$ cat src/rtl/fstk_pkg.sv
package fstk_pkg;
    localparam int DATA_W    = 16;
    localparam int STK_DEPTH = 8;
    localparam int PTR_W     = $clog2(STK_DEPTH);

    typedef logic [PTR_W-1:0]  ptr_t;
    typedef logic [DATA_W-1:0] word_t;

    typedef enum logic [1:0] {
        FORM_BARE     = 2'd0,
        FORM_MEM      = 2'd1,
        FORM_INTO_TOP = 2'd2,
        FORM_INTO_REG = 2'd3
    } form_e;

    typedef enum logic {
        SEQ_IDLE = 1'b0,
        SEQ_WAIT = 1'b1
    } seq_e;

    typedef struct packed {
        ptr_t num_slot;
        ptr_t den_slot;
        ptr_t dst_slot;
        logic den_mem;
        logic pop;
    } plan_t;

    function automatic ptr_t slot_of(input ptr_t top, input ptr_t rel);
        return ptr_t'(top + rel);
    endfunction
endpackage

$ cat src/rtl/fstk_decode.sv
module fstk_decode
    import fstk_pkg::*;
(
    input  form_e                form,
    input  ptr_t                 idx,
    input  logic                 pop_req,
    input  ptr_t                 top,
    input  logic [STK_DEPTH-1:0] tags,
    output plan_t                plan,
    output logic                 uflow
);
    ptr_t s0, s1, si;

    always_comb begin
        s0 = top;
        s1 = slot_of(top, ptr_t'(1));
        si = slot_of(top, idx);
        plan = '0;
        uflow = 1'b0;
        case (form)
            FORM_BARE: begin
                plan.num_slot = s1;
                plan.den_slot = s0;
                plan.dst_slot = s1;
                plan.pop      = 1'b1;
                uflow = !tags[s0] || !tags[s1];
            end
            FORM_MEM: begin
                plan.num_slot = s0;
                plan.den_slot = s0;
                plan.dst_slot = s0;
                plan.den_mem  = 1'b1;
                uflow = !tags[s0];
            end
            FORM_INTO_TOP: begin
                plan.num_slot = s0;
                plan.den_slot = si;
                plan.dst_slot = s0;
                uflow = !tags[s0] || !tags[si];
            end
            FORM_INTO_REG: begin
                plan.num_slot = si;
                plan.den_slot = s0;
                plan.dst_slot = si;
                plan.pop      = pop_req;
                uflow = !tags[s0] || !tags[si];
            end
            default: begin
                plan = '0;
                uflow = 1'b0;
            end
        endcase
    end
endmodule

$ cat src/rtl/fstk_stack.sv
module fstk_stack
    import fstk_pkg::*;
(
    input  logic                 clk,
    input  logic                 rst,
    input  logic                 push_en,
    input  word_t                push_data,
    input  logic                 wr_en,
    input  ptr_t                 wr_slot,
    input  word_t                wr_data,
    input  logic                 pop_en,
    input  ptr_t                 rd_slot_a,
    input  ptr_t                 rd_slot_b,
    input  ptr_t                 rd_rel,
    output word_t                rd_a,
    output word_t                rd_b,
    output word_t                rd_rel_data,
    output logic                 rd_rel_tag,
    output ptr_t                 top,
    output logic [STK_DEPTH-1:0] tags
);
    word_t store [STK_DEPTH];
    ptr_t  below;
    ptr_t  rel_slot;

    assign below    = ptr_t'(top - ptr_t'(1));
    assign rel_slot = slot_of(top, rd_rel);

    always_ff @(posedge clk) begin
        if (rst) begin
            top  <= '0;
            tags <= '0;
        end else if (push_en) begin
            top         <= below;
            tags[below] <= 1'b1;
        end else begin
            if (wr_en)
                tags[wr_slot] <= 1'b1;
            if (pop_en) begin
                tags[top] <= 1'b0;
                top       <= slot_of(top, ptr_t'(1));
            end
        end
    end

    always_ff @(posedge clk) begin
        if (push_en)
            store[below] <= push_data;
        else if (wr_en)
            store[wr_slot] <= wr_data;
    end

    assign rd_a        = store[rd_slot_a];
    assign rd_b        = store[rd_slot_b];
    assign rd_rel_data = store[rel_slot];
    assign rd_rel_tag  = tags[rel_slot];

    // a push lowers the pointer and validates the new top entry
    a_r2_push_lowers: assert property (@(posedge clk) disable iff (rst)
        push_en |=> (top == ptr_t'($past(top) - 1)) && tags[top]);

    // a pop advances the pointer and leaves the old top empty
    a_r7_pop_advances: assert property (@(posedge clk) disable iff (rst)
        (pop_en && !push_en) |=> (top == ptr_t'($past(top) + 1)) && !tags[$past(top)]);
endmodule

$ cat src/rtl/fstk_div_seq.sv
module fstk_div_seq
    import fstk_pkg::*;
(
    input  logic                 clk,
    input  logic                 rst,
    input  logic                 op_valid,
    input  logic [1:0]           op_form,
    input  logic [PTR_W-1:0]     op_idx,
    input  logic                 op_pop,
    input  logic [DATA_W-1:0]    mem_value,
    input  logic                 ld_valid,
    input  logic [DATA_W-1:0]    ld_data,
    output logic                 busy,
    output logic                 div_req,
    output logic [DATA_W-1:0]    div_a,
    output logic [DATA_W-1:0]    div_b,
    input  logic                 div_done,
    input  logic [DATA_W-1:0]    div_result,
    input  logic                 div_fault,
    input  logic                 div_rnd_up,
    output logic                 fin_valid,
    output logic                 fin_uflow,
    output logic                 fin_zdiv,
    output logic                 c1,
    output logic [PTR_W-1:0]     top_out,
    output logic [STK_DEPTH-1:0] tag_out,
    input  logic [PTR_W-1:0]     rd_idx,
    output logic [DATA_W-1:0]    rd_data,
    output logic                 rd_tag
);
    seq_e  state;
    plan_t plan;
    logic  dec_uflow;
    ptr_t  dst_q;
    logic  pop_q;
    word_t a_q, b_q;
    word_t rd_a, rd_b;
    logic  accept, push_en, wr_en, pop_en;

    fstk_decode u_dec (
        .form    (form_e'(op_form)),
        .idx     (op_idx),
        .pop_req (op_pop),
        .top     (top_out),
        .tags    (tag_out),
        .plan    (plan),
        .uflow   (dec_uflow)
    );

    assign accept  = (state == SEQ_IDLE) && op_valid;
    assign push_en = (state == SEQ_IDLE) && ld_valid && !op_valid;
    assign wr_en   = (state == SEQ_WAIT) && div_done && !div_fault;
    assign pop_en  = wr_en && pop_q;

    fstk_stack u_stk (
        .clk         (clk),
        .rst         (rst),
        .push_en     (push_en),
        .push_data   (ld_data),
        .wr_en       (wr_en),
        .wr_slot     (dst_q),
        .wr_data     (div_result),
        .pop_en      (pop_en),
        .rd_slot_a   (plan.num_slot),
        .rd_slot_b   (plan.den_slot),
        .rd_rel      (rd_idx),
        .rd_a        (rd_a),
        .rd_b        (rd_b),
        .rd_rel_data (rd_data),
        .rd_rel_tag  (rd_tag),
        .top         (top_out),
        .tags        (tag_out)
    );

    always_ff @(posedge clk) begin
        if (rst) begin
            state     <= SEQ_IDLE;
            div_req   <= 1'b0;
            fin_valid <= 1'b0;
            fin_uflow <= 1'b0;
            fin_zdiv  <= 1'b0;
            c1        <= 1'b0;
            dst_q     <= '0;
            pop_q     <= 1'b0;
            a_q       <= '0;
            b_q       <= '0;
        end else begin
            div_req   <= 1'b0;
            fin_valid <= 1'b0;
            fin_uflow <= 1'b0;
            fin_zdiv  <= 1'b0;
            case (state)
                SEQ_IDLE: begin
                    if (accept) begin
                        if (dec_uflow) begin
                            fin_valid <= 1'b1;
                            fin_uflow <= 1'b1;
                            c1        <= 1'b0;
                        end else begin
                            state   <= SEQ_WAIT;
                            div_req <= 1'b1;
                            a_q     <= rd_a;
                            b_q     <= plan.den_mem ? mem_value : rd_b;
                            dst_q   <= plan.dst_slot;
                            pop_q   <= plan.pop;
                        end
                    end
                end
                SEQ_WAIT: begin
                    if (div_done) begin
                        state     <= SEQ_IDLE;
                        fin_valid <= 1'b1;
                        fin_zdiv  <= div_fault;
                        c1        <= div_fault ? 1'b0 : div_rnd_up;
                    end
                end
                default: state <= SEQ_IDLE;
            endcase
        end
    end

    assign busy  = (state == SEQ_WAIT);
    assign div_a = a_q;
    assign div_b = b_q;

    // the request is a single-cycle pulse raised only while busy
    a_r5_req_single: assert property (@(posedge clk) disable iff (rst)
        div_req |=> !div_req);
    a_r5_req_busy: assert property (@(posedge clk) disable iff (rst)
        div_req |-> busy);

    // a request while busy starts nothing
    a_r6_busy_ignores: assert property (@(posedge clk) disable iff (rst)
        (busy && op_valid && !div_done) |=> busy && !div_req);

    // an underflow is refused without a request
    a_r8_uflow_refused: assert property (@(posedge clk) disable iff (rst)
        (!busy && op_valid && dec_uflow) |=> fin_uflow && !div_req && !busy && !c1);

    // a faulted completion leaves pointer and tags alone
    a_r9_fault_holds: assert property (@(posedge clk) disable iff (rst)
        (busy && div_done && div_fault) |=> (top_out == $past(top_out)) && (tag_out == $past(tag_out)) && fin_zdiv);
endmodule

$ cat config.mk
export PLATFORM = sky130hd
export DESIGN_NAME = fstk_div_seq
export DESIGN_NICKNAME = d
export VERILOG_FILES = /design/src/rtl/fstk_pkg.sv /design/src/rtl/fstk_decode.sv /design/src/rtl/fstk_stack.sv /design/src/rtl/fstk_div_seq.sv
export SDC_FILE = /design/constraint.sdc
export NUM_CORES = 1
export LEC_CHECK = 0
export BUFFER_PORTS_ARGS = -buffer_cell sky130_fd_sc_hd__buf_2
export CORE_MARGIN = 1.5
export CORE_UTILIZATION = 53
export DETAILED_ROUTE_END_ITERATION = 8
export GPL_TIMING_DRIVEN = 0
export PLACE_DENSITY = 0.77
export SLEW_MARGIN = 30
export SYNTH_ARGS = -nofsm -noshare
export SYNTH_HDL_FRONTEND = slang
export SYNTH_SLANG_ARGS = --single-unit
export TNS_END_PERCENT = 100
$ cat constraint.sdc
create_clock -name clk -period 3.4 [get_ports clk]
set_input_delay 0.51 -clock clk [delete_from_list [all_inputs] [get_ports clk]]
set_output_delay 0.51 -clock clk [all_outputs]
set_load 0.02 [all_outputs]
* Yosys cells after proc, flatten, opt, wreduce, memory -nomap -nowiden
Memories as Yosys holds them, arrays and structs flattened. A register that Yosys moved wholly into a read port is not among the register bits.
Index checks and enable logic that the tools add are counted.
** Word-level totals
- Flip-flop bits (word level) :: 37
- Memory bits (writable) :: 128
- Input port bits :: 64
- Output and inout bits :: 66
- Logic and storage cells :: 109
- Memories kept :: 1
** Memory list
- u_stk.store :: depth 8, width 16, read ports 3, clocked after memory_dff 1, write ports 1, RTL line fstk_stack.sv:22 : word_t store [STK_DEPTH];
** Cells by class
- Add/subtract/negate cells :: 4
- Magnitude comparators :: 9
- Equal/unequal tests :: 6
- Mux-type cells :: 47
- Bitwise gates (word level) :: 7
- Reductions and logical operators :: 24
** Operators by type and width (count)
- 8-bit 2-to-1 mux :: 5
- 9-bit case mux with 4 select lines :: 1
- 16-bit 2-to-1 mux :: 2
- 3-bit by 4-bit less-than comparator with 1-bit output (second input constant) :: 6
- 1-bit 2-to-1 mux :: 24
- 8-bit bitwise OR :: 2
- 16-bit OR reduction :: 1
- 1-bit binary-select mux with 3-bit select :: 4
- 1-bit demux with 3-bit select :: 3
- 3-bit by 1-bit greater-or-equal comparator with 1-bit output (second input constant) :: 3
- 1-bit logical AND :: 9
- 3-bit 2-to-1 mux :: 3
- 8-bit bitwise AND :: 1
- 8-bit NOT :: 1
- 1-bit case mux with 2 select lines :: 4
- 3-bit adder :: 2
- 2-bit != test (second input constant) :: 3
- 3-bit AND reduction :: 2
- 1-bit zero test :: 5
- 2-bit equality test (second input constant) :: 2
- 2-bit OR reduction :: 2
- 3-bit by 1-bit adder with 3-bit output (second input constant) :: 1
- 1-bit NOT :: 3
- 1-bit case mux with 3 select lines :: 1
- 6 further kinds :: 7

* Longest topological paths before layout
Gate-level depths: netlist of the first run.
- Depth in word-level cells :: 11
- Mapped depth :: 11

* Cells and area by module
Synthesis of the first run repeated with hierarchy kept, for this count alone.
** Second synthesis, totals
- Cell total of the unflattened synthesis :: 679
- Area total of the unflattened synthesis :: 10299.9 µm²
** By module, submodules not included
- fstk_stack :: times used 1, cells an instance 450, area each 8144.1 µm², sequential area each 4063.9 µm²
- fstk_div_seq :: times used 1, cells an instance 180, area each 1681.6 µm², sequential area each 840.8 µm²
- fstk_decode :: times used 1, cells an instance 49, area each 474.2 µm², sequential area each 0.0 µm²

* Worst setup path before layout of the first run
No wires, ideal clock.
- Path type :: register to register
- Start point :: reg u_stk.top[0]
- End point :: mem u_stk.store[7][0] in the netlist's numbering (enable)
- Data arrival time :: 2.871 ns
- Slack :: 0.118 ns
- Stages on the path, launching flop included :: 7
- Buffers on the path :: 2
- Period minus slack after synthesis :: 3.282 ns
- Path through :: dfxtp_1 > buf_6 > inv_2 > ha_1 > buf_2 > o31a_1 > o21ai_0
** Between the ends
- Cells in the longest elaborated chain, start to end :: 2
** RTL lines
- start, declared :: RTL line fstk_stack.sv:19 : output ptr_t top,
- start signal, assigned :: RTL line fstk_stack.sv:34 : top <= below;
- start signal, assigned :: RTL line fstk_stack.sv:41 : top <= slot_of(top, ptr_t'(1));
- 3-bit by 1-bit subtractor with 3-bit output :: RTL line fstk_stack.sv:26 : assign below = ptr_t'(top - ptr_t'(1));
- 3-bit 2-to-1 mux (no line)
- end, declared :: RTL line fstk_stack.sv:22
Every way passes these cells.

* Worst setup path after layout of the first run
- Start point :: reg u_stk.top[0]
- End point :: out rd_data[14]
** Between the ends
- Cells in the longest elaborated chain, start to end :: 2
** RTL lines
- 3-bit adder :: RTL line fstk_pkg.sv:30 : return ptr_t'(top + rel);
- memory 8 x 16 bit
- end, declared :: RTL line fstk_div_seq.sv:28 : output logic [DATA_W-1:0] rd_data,
Every way passes these cells.

==> results.toml, run 1 <==
[run_status]
outcome = "finished clean"

[timing]
finClkSkew_ns = 0.008059
clock.fmax_mhz = 297.8
timing.final.crit_period_ns = 3.358
fin_crit_sh = 0.9875
slew_headroom = 0.4012
worst_slack_ns = 0.04247
setup-tns-final_ns = 0
tightest_slew_ns = 0.8963
finalMaxSlewViolations = 0
timing.final.hold_violations = 0
setup_repair_after_global_routing_missed_its_margin = "yes"
finalSetupViolations = 0

[floorplan]
floorplan.initialDensity = 0.5455
fp.dieW_um = 142.2
rows = 50
design.die.area_sq_um = 20230
floorplan.die.height_um = 142.2
design.portCount = 130
core_sq_um = 18830

[routing]
avgViaCountPerCell = 6.635
drtAntennaViolNets = 0
route.vias.total = 7896
post-route-drc-count = 0
initialDrtViolationCount = 902
totalWireLength_um = 31030
detailedRoute.firstPassIterationCount = 5
drt-wirelength-per-cell_um = 26.07

[clock_tree]
cts.sink_count = 181
cts_tree = "done"
worst_skew_pair.late_latency_ns = 0.44
cts_buffer_depth = 2
cts_made_buffers = 17
clkSlewWorstSetupHoldPaths_ns = 0.07
cts.htree.levels = 4
cts_root_buffer = "sky130_fd_sc_hd__clkbuf_16"

[logic_synthesis]
synthesis.instances = 761
yosysUniqueCellTypes = 66
post_synth_edffs = 128
ys_top_cells_by_area = "sky130_fd_sc_hd__edfxtp_1 (37%), sky130_fd_sc_hd__mux4_2 (16%), sky130_fd_sc_hd__dfxtp_1 (10%)"
synthSimpleGateAreaFrac = 0.08002
synth_compound_gate_area_share = 0.1168
synth-async-reset-ratio = 0
yosys.area_share.adder = 0.01364
synth-seq-cells = 181
synth_most_common_cell = "sky130_fd_sc_hd__edfxtp_1"
post_synth_instance_area_sq_um = 10270
ys_top_cells_by_count = "sky130_fd_sc_hd__edfxtp_1 (128), sky130_fd_sc_hd__mux2i_1 (81), sky130_fd_sc_hd__mux4_2 (72), sky130_fd_sc_hd__nand2_1 (61), sky130_fd_sc_hd__dfxtp_1 (53)"
synth_top_family_by_area = "multiplexers"
syn_area_per_cell_sq_um = 13.50
synth-warning-count = 0
synth_flop_cell = "sky130_fd_sc_hd__edfxtp_1"
multiplexer_share_of_the_synthesized_area = 0.2565
syn-num-nets = 835
post_synth_xor_area_fraction = 0.009013
yosysTopAreaCellShare = 0.3742
synth_sequential_area_ratio = 0.4775
post-synth-top-area-cell = "sky130_fd_sc_hd__edfxtp_1"

[global_routing]
grt_first_pass_wirelength_um = 45150
grt_max_degree = 17
grt_use_total = 0.3110
first_global_vias = 7396
grt_overflow_total = 0
grt_antenna_before_repair = 0

[setup_path]
rr_worst_depth = 10
worst_ep_required_time_ns = 2.89
r2r_slack_ns = 0.14
r2r-end = "div_b[14]"
timing.critical_path.arrival_ns = 2.85
critPathKind = "reg2out"
critical_path.endpoint_type = "primary output"
worstSetupStartpointType = "register"
maximum_fanout_along_the_worst_path = 10
r2r_start = "u_stk.top[1]"

[hold_path]
number_of_instances_on_the_worst_hold_path = 3
timing.hold.worst_endpoint = "c1"
worst_hold_path_type = "in2reg"
worst_hold_startpoint = "div_rnd_up"

[place]
hpwlAfterDp_um = 21450
buffer_ports.inserted = 128
routabilityCongestion = 0.9163
dp_slack_ns = -0.5308
dp.cells = 1156

[layout]
layout.core_utilization = 0.6441
drive_above_1_share = 0.3849
final_net_count = 991
area_delta_synth_final_pct = 18.06
insertedDiodeCount = 0
final_cells = 1190

[power]
vdd_drop_max_uv = 360.2
power.total_w = 0.005860
p_leak_nw = 4.417
p_per_area_nw_per_um2 = 483.2

[run]
max_cap_viol_count = 0
[power breakdown]
part | switching, W | total [W] | internal, W
clock network | 0.000847 | 0.00192 | 0.00108
registers | 0.0000413 | 0.00246 | 0.00242
logic | 0.000834 | 0.00148 | 0.000645
[cell usage in the layout (no fill, tap or decap), types with 18 or more instances in the layout]
cell	Yosys	routed
sky130_fd_sc_hd__clkbuf_1	27	23
sky130_fd_sc_hd__mux2i_1	81	81
sky130_fd_sc_hd__dfxtp_1	53	52
sky130_fd_sc_hd__mux4_2	72	72
sky130_fd_sc_hd__edfxtp_1	128	128
sky130_fd_sc_hd__mux2_2	18	18
sky130_fd_sc_hd__nor2_1	36	36
sky130_fd_sc_hd__a21oi_1	18	18
sky130_fd_sc_hd__buf_2	15	136
sky130_fd_sc_hd__nand2_1	61	61
[through the flow]
stage / area [sq um] / hold slack (ns)
3_5_place_dp: 11460 / 0.4774
3_3_place_gp: 11240 / 0.4676
2_1_floorplan: 10270 / 0.4830
6_report: 12130 / 0.3125
5_1_grt: 12130 / 0.3028
4_1_cts: 12100 / 0.3016
[what timing repair did]
action / in CTS / in global routing
setup buffers: 3 / 1
cloned: 0 / 0
endpoints found under the setup margin: 28 / 36
gates resized for setup: 23 / 6
hold buffers: 0 / 0
pin swaps: 2 / 2
[area by class of cell]
cell class                 count  area (sq um)
multi-input combinational    499          5012
tap                          260         325.3
clock inverter                13         130.1
buffer                        65         457.9
clock buffer                  19         432.9
inverter                      14         52.55
fill                        1360          6703
timing repair buffer         139         808.3
sequential                   181          4908
[how the worst max path moves through the flow]
stage / startpoint / cells past startpoint / end / slack [ns]
final: u_stk.top[0] / 9 / rd_data[14] / 0.04
after global routing: u_stk.top[0] / 9 / rd_data[14] / -0.02
after CTS: u_stk.top[1] / 10 / div_a[5] / 0.03
after detailed placement: rd_idx[0] / 9 / rd_data[14] / -0.53
after global placement: u_stk.top[0] / 6 / u_stk.store[7][9] / -1.30
after floorplan: u_stk.top[0] / 6 / u_stk.store[7][0] / 0.12
[sequential cells by signal, summed over array words and instances, names as in the netlist]
signal,cells
dst_q,3
fin_zdiv,1
busy,1
div_a,16
fin_uflow,1
u_stk.top,3
u_stk.tags,8
fin_valid,1
pop_q,1
div_req,1
c1,1
div_b,16
u_stk.store,128
[worst max-delay path, stage by stage (launching register included)]
cell and delay (ns):
sky130_fd_sc_hd__dfxtp_4 0.34, sky130_fd_sc_hd__ha_2 0.18, sky130_fd_sc_hd__fa_2 0.35, sky130_fd_sc_hd__xor2_2 0.21, sky130_fd_sc_hd__xnor2_2 0.13, sky130_fd_sc_hd__buf_6 0.15
sky130_fd_sc_hd__buf_4 0.23, sky130_fd_sc_hd__mux4_2 0.32, sky130_fd_sc_hd__mux2_2 0.31, sky130_fd_sc_hd__buf_2 0.17
[routing by layer]
metal | up-vias | share of wire | routed length (um) | track usage
li1 | 3335 | - | - | -
met1 | 3922 | 0.39 | 12230 | 0.4193
met2 | 558 | 0.47 | 14660 | 0.4932
met3 | 81 | 0.11 | 3273 | 0.07133
met4 | 0 | 0.028 | 860 | 0.1205
met5 | - | 0 | 0 | 0
[kinds of logic (layout without fill, tap and decap cells)]
group	count (synthesis)	count (layout)
and+or+nand+nor	166	166
muxes	171	171
adders and majority gates	10	10
AOI/OAI and AO/OA	143	143
DFF	181	181
xor gates and xnor gates	9	9
buffers and inverters	81	250
Power figures use the tool's default switching activity.
==> run 2: changes to the inputs <==
- CORE_UTILIZATION: 53 -> 58
- PLACE_DENSITY: 0.77 -> 0.8
- SETUP_SLACK_MARGIN: unset -> 0.5
- clock period: 3.4 -> 3.7 ns (I/O delays scaled with it)
==> run 2 against run 1 <==
  * Sequential power fell by 8.1%
  * Setup slack gained 0.23 ns
  * Die area fell by 8.4%
  * Via count up 4.0%
  * Critical path depth grew 1
  * Count of clock-buffer cells in the layout grew 3
  * Cell count decreased by 2.4%
  * Design area increased by 1.8%
  * Flip-flop and latch count did not move
  * Sequential share of layout area is 0.72 points lower
  * Core utilization grew 7.0 points
  * Critical path type unchanged
  * Register-to-register slack gained 0.33 ns
==> results.toml, run 2 (synthesis gave the netlist of run 1 again) <==
[run_status]
outcome = "finished clean"

[setup_path]
worst_setup_path_startpoint = "u_stk.top[0]"
critical-path-top-delay-family = "buffers and inverters"
worstSetupStartpointType = "register"
timing.critical_path.cells = "ha_4, fa_2, xor2_2, xnor2_2, buf_6, buf_4, clkbuf_16, mux4_2, mux2_2, buf_2"
critical_path.endpoint_type = "primary output"
timing.critical_path.arrival_ns = 2.87
crit_slowest_cell = "sky130_fd_sc_hd__dfxtp_4"
worst_ep_required_time_ns = 3.14
maximum_fanout_along_the_worst_path = 5
r2r_slack_ns = 0.47
r2r_start = "u_stk.top[1]"
r2r-end = "div_b[5]"
slowest_cell_delay_on_critical_path_ns = 0.36
rr_worst_depth = 10
critPathKind = "reg2out"
worst_path_buf_inv = 4

[routing]
totalWireLength_um = 31930
drtAntennaViolNets = 0
drt-wirelength-per-cell_um = 27.48
initialDrtViolationCount = 1430
detailedRoute.firstPassIterationCount = 6
post-route-drc-count = 0
avgViaCountPerCell = 7.066
route.vias.total = 8211

[timing]
slew_headroom = 0.2972
tightest_slew_ns = 1.054
fin_crit_sh = 0.9267
finClkSkew_ns = 0.01578
setup_repair_after_global_routing_missed_its_margin = "yes"
finalSetupViolations = 0
finalMaxSlewViolations = 0
timing.hold.ws_ns = 0.3525
timing.final.hold_violations = 0
timing.final.crit_period_ns = 3.429
clock.fmax_mhz = 291.7

[global_routing]
grt_first_pass_wirelength_um = 46780
grt_antenna_before_repair = 0
grt_max_degree = 17
grt_use_total = 0.3528
grt_overflow_total = 0
first_global_vias = 7685

[floorplan]
design.die.area_sq_um = 18520
rows = 48
floorplan.die.height_um = 136.1
fp.dieW_um = 136.1
core_sq_um = 17300
design.portCount = 130
floorplan.initialDensity = 0.5939

[hold_path]
number_of_instances_on_the_worst_hold_path = 3
worst_hold_startpoint = "div_rnd_up"
worst_hold_path_type = "in2reg"
timing.hold.worst_endpoint = "c1"

[clock_tree]
worst_skew_pair.late_latency_ns = 0.45
cts_made_buffers = 17
cts_buffer_depth = 2
cts_tree = "done"
cts.sink_count = 181
clkSlewWorstSetupHoldPaths_ns = 0.07
post_cts_hold_buffer_count = 0
cts_root_buffer = "sky130_fd_sc_hd__clkbuf_16"
cts.htree.levels = 4

[run]
max_cap_viol_count = 0

[layout]
drive_above_1_share = 0.3991
final_net_count = 998
final_common_cell = "sky130_fd_sc_hd__buf_2"
area_delta_synth_final_pct = 20.23
layout.core_utilization = 0.7140
insertedDiodeCount = 0
layout_common_cells = "sky130_fd_sc_hd__buf_2 (129), sky130_fd_sc_hd__edfxtp_1 (128), sky130_fd_sc_hd__mux2i_1 (81)"
top_register = "u_stk.store"
register_area_sq_um = 4910
num-fill-cells = 1139
largest_reg_flops = 128
multi_input_comb_area_sq_um = 5096

[place]
routabilityCongestion = 0.9473
hpwlAfterDp_um = 21650
buffer_ports.inserted = 128

[power]
cell_internal_pwr_w = 0.003921
power_switching_share = 0.2980
p_leak_nw = 4.552
clock_power_share = 0.331
vdd_drop_max_uv = 334.6
power.combinational.fraction = 0.265
p_per_area_nw_per_um2 = 452.3
power_spent_charging_and_discharging_nets_w = 0.001665
p_seq_frac = 0.404
[run 2: cell count changes in the layout (fill, tap and decap cells not counted), moves of 3 or more]
cell,before,now
sky130_fd_sc_hd__clkbuf_8,0,3
sky130_fd_sc_hd__a221oi_4,0,4
sky130_fd_sc_hd__clkbuf_16,17,22
sky130_fd_sc_hd__a221oi_2,9,5
sky130_fd_sc_hd__mux2_2,18,12
sky130_fd_sc_hd__clkinv_1,4,0
sky130_fd_sc_hd__buf_2,136,129
sky130_fd_sc_hd__mux2_4,0,6
sky130_fd_sc_hd__buf_4,14,18
sky130_fd_sc_hd__buf_6,10,17
[run 2: how the worst max path moves through the flow]
stage | end | slack (ns) | depth (start not counted)
final | rd_data[4] | 0.27 | 10
after global routing | rd_tag | 0.22 | 9
after CTS | rd_tag | 0.32 | 9
after detailed placement | rd_data[6] | -0.25 | 9
after global placement | u_stk.store[2][7] | -0.36 | 5
after floorplan | rd_data[0] | 0.51 | 7
[run 2: tightest hold or removal path, cell delays in order]
cell,delay (ns)
sky130_fd_sc_hd__buf_2,0.08
sky130_fd_sc_hd__a32oi_1,0.05
sky130_fd_sc_hd__nor2_1,0.08
[run 2: metal layers]
layer  GRT usage  routed length, um  share of wire
met1      0.4761              11660           0.37
met2      0.5455              14890           0.47
met3     0.08949               4023           0.13
met4      0.1525               1356          0.042
met5           0                  0              0
[run 2: final cells by class]
cell class / instances / share of cell area
Tap cell: 225 / 0.02279
Timing Repair Buffer: 144 / 0.07254
Clock inverter: 10 / 0.006382
Clock buffer: 22 / 0.04275
Buffer: 67 / 0.04113
Inverter: 14 / 0.004255
Multi-Input combinational cell: 499 / 0.4126
Sequential cell: 181 / 0.3975
[run 2: what timing repair did]
item	4_1_cts	5_1_grt
setup buffers	4	3
endpoints found under the setup margin	55	44
pin swaps	5	5
gates resized for setup	42	29
cloned	0	2
[run 2: power groups by stage]
| stage | logic, W | registers, W | clock network [W] |
|---|---|---|---|
| final | 0.00148 | 0.00226 | 0.00185 |
| after CTS | 0.00135 | 0.00226 | 0.00184 |
| after global placement | 0.00124 | 0.00230 | 0 |
| after floorplan | 0.000874 | 0.00230 | 0 |
| after global routing | 0.00154 | 0.00226 | 0.00191 |
| after detailed placement | 0.00128 | 0.00230 | 0 |
[run 2: through the flow]
stage	setup TNS [ns]	instance area, sq um	setup WS [ns]	total power, W	instances
floorplan	0	10270	0.5056	0.003175	761
global placement	-25.67	11190	-0.3649	0.003539	1114
finish	0	12350	0.2713	0.005586	1162
global route	0	12350	0.2180	0.005710	1162
CTS	0	12160	0.3231	0.005443	1157
detailed placement	-3.447	11390	-0.2487	0.003583	1121
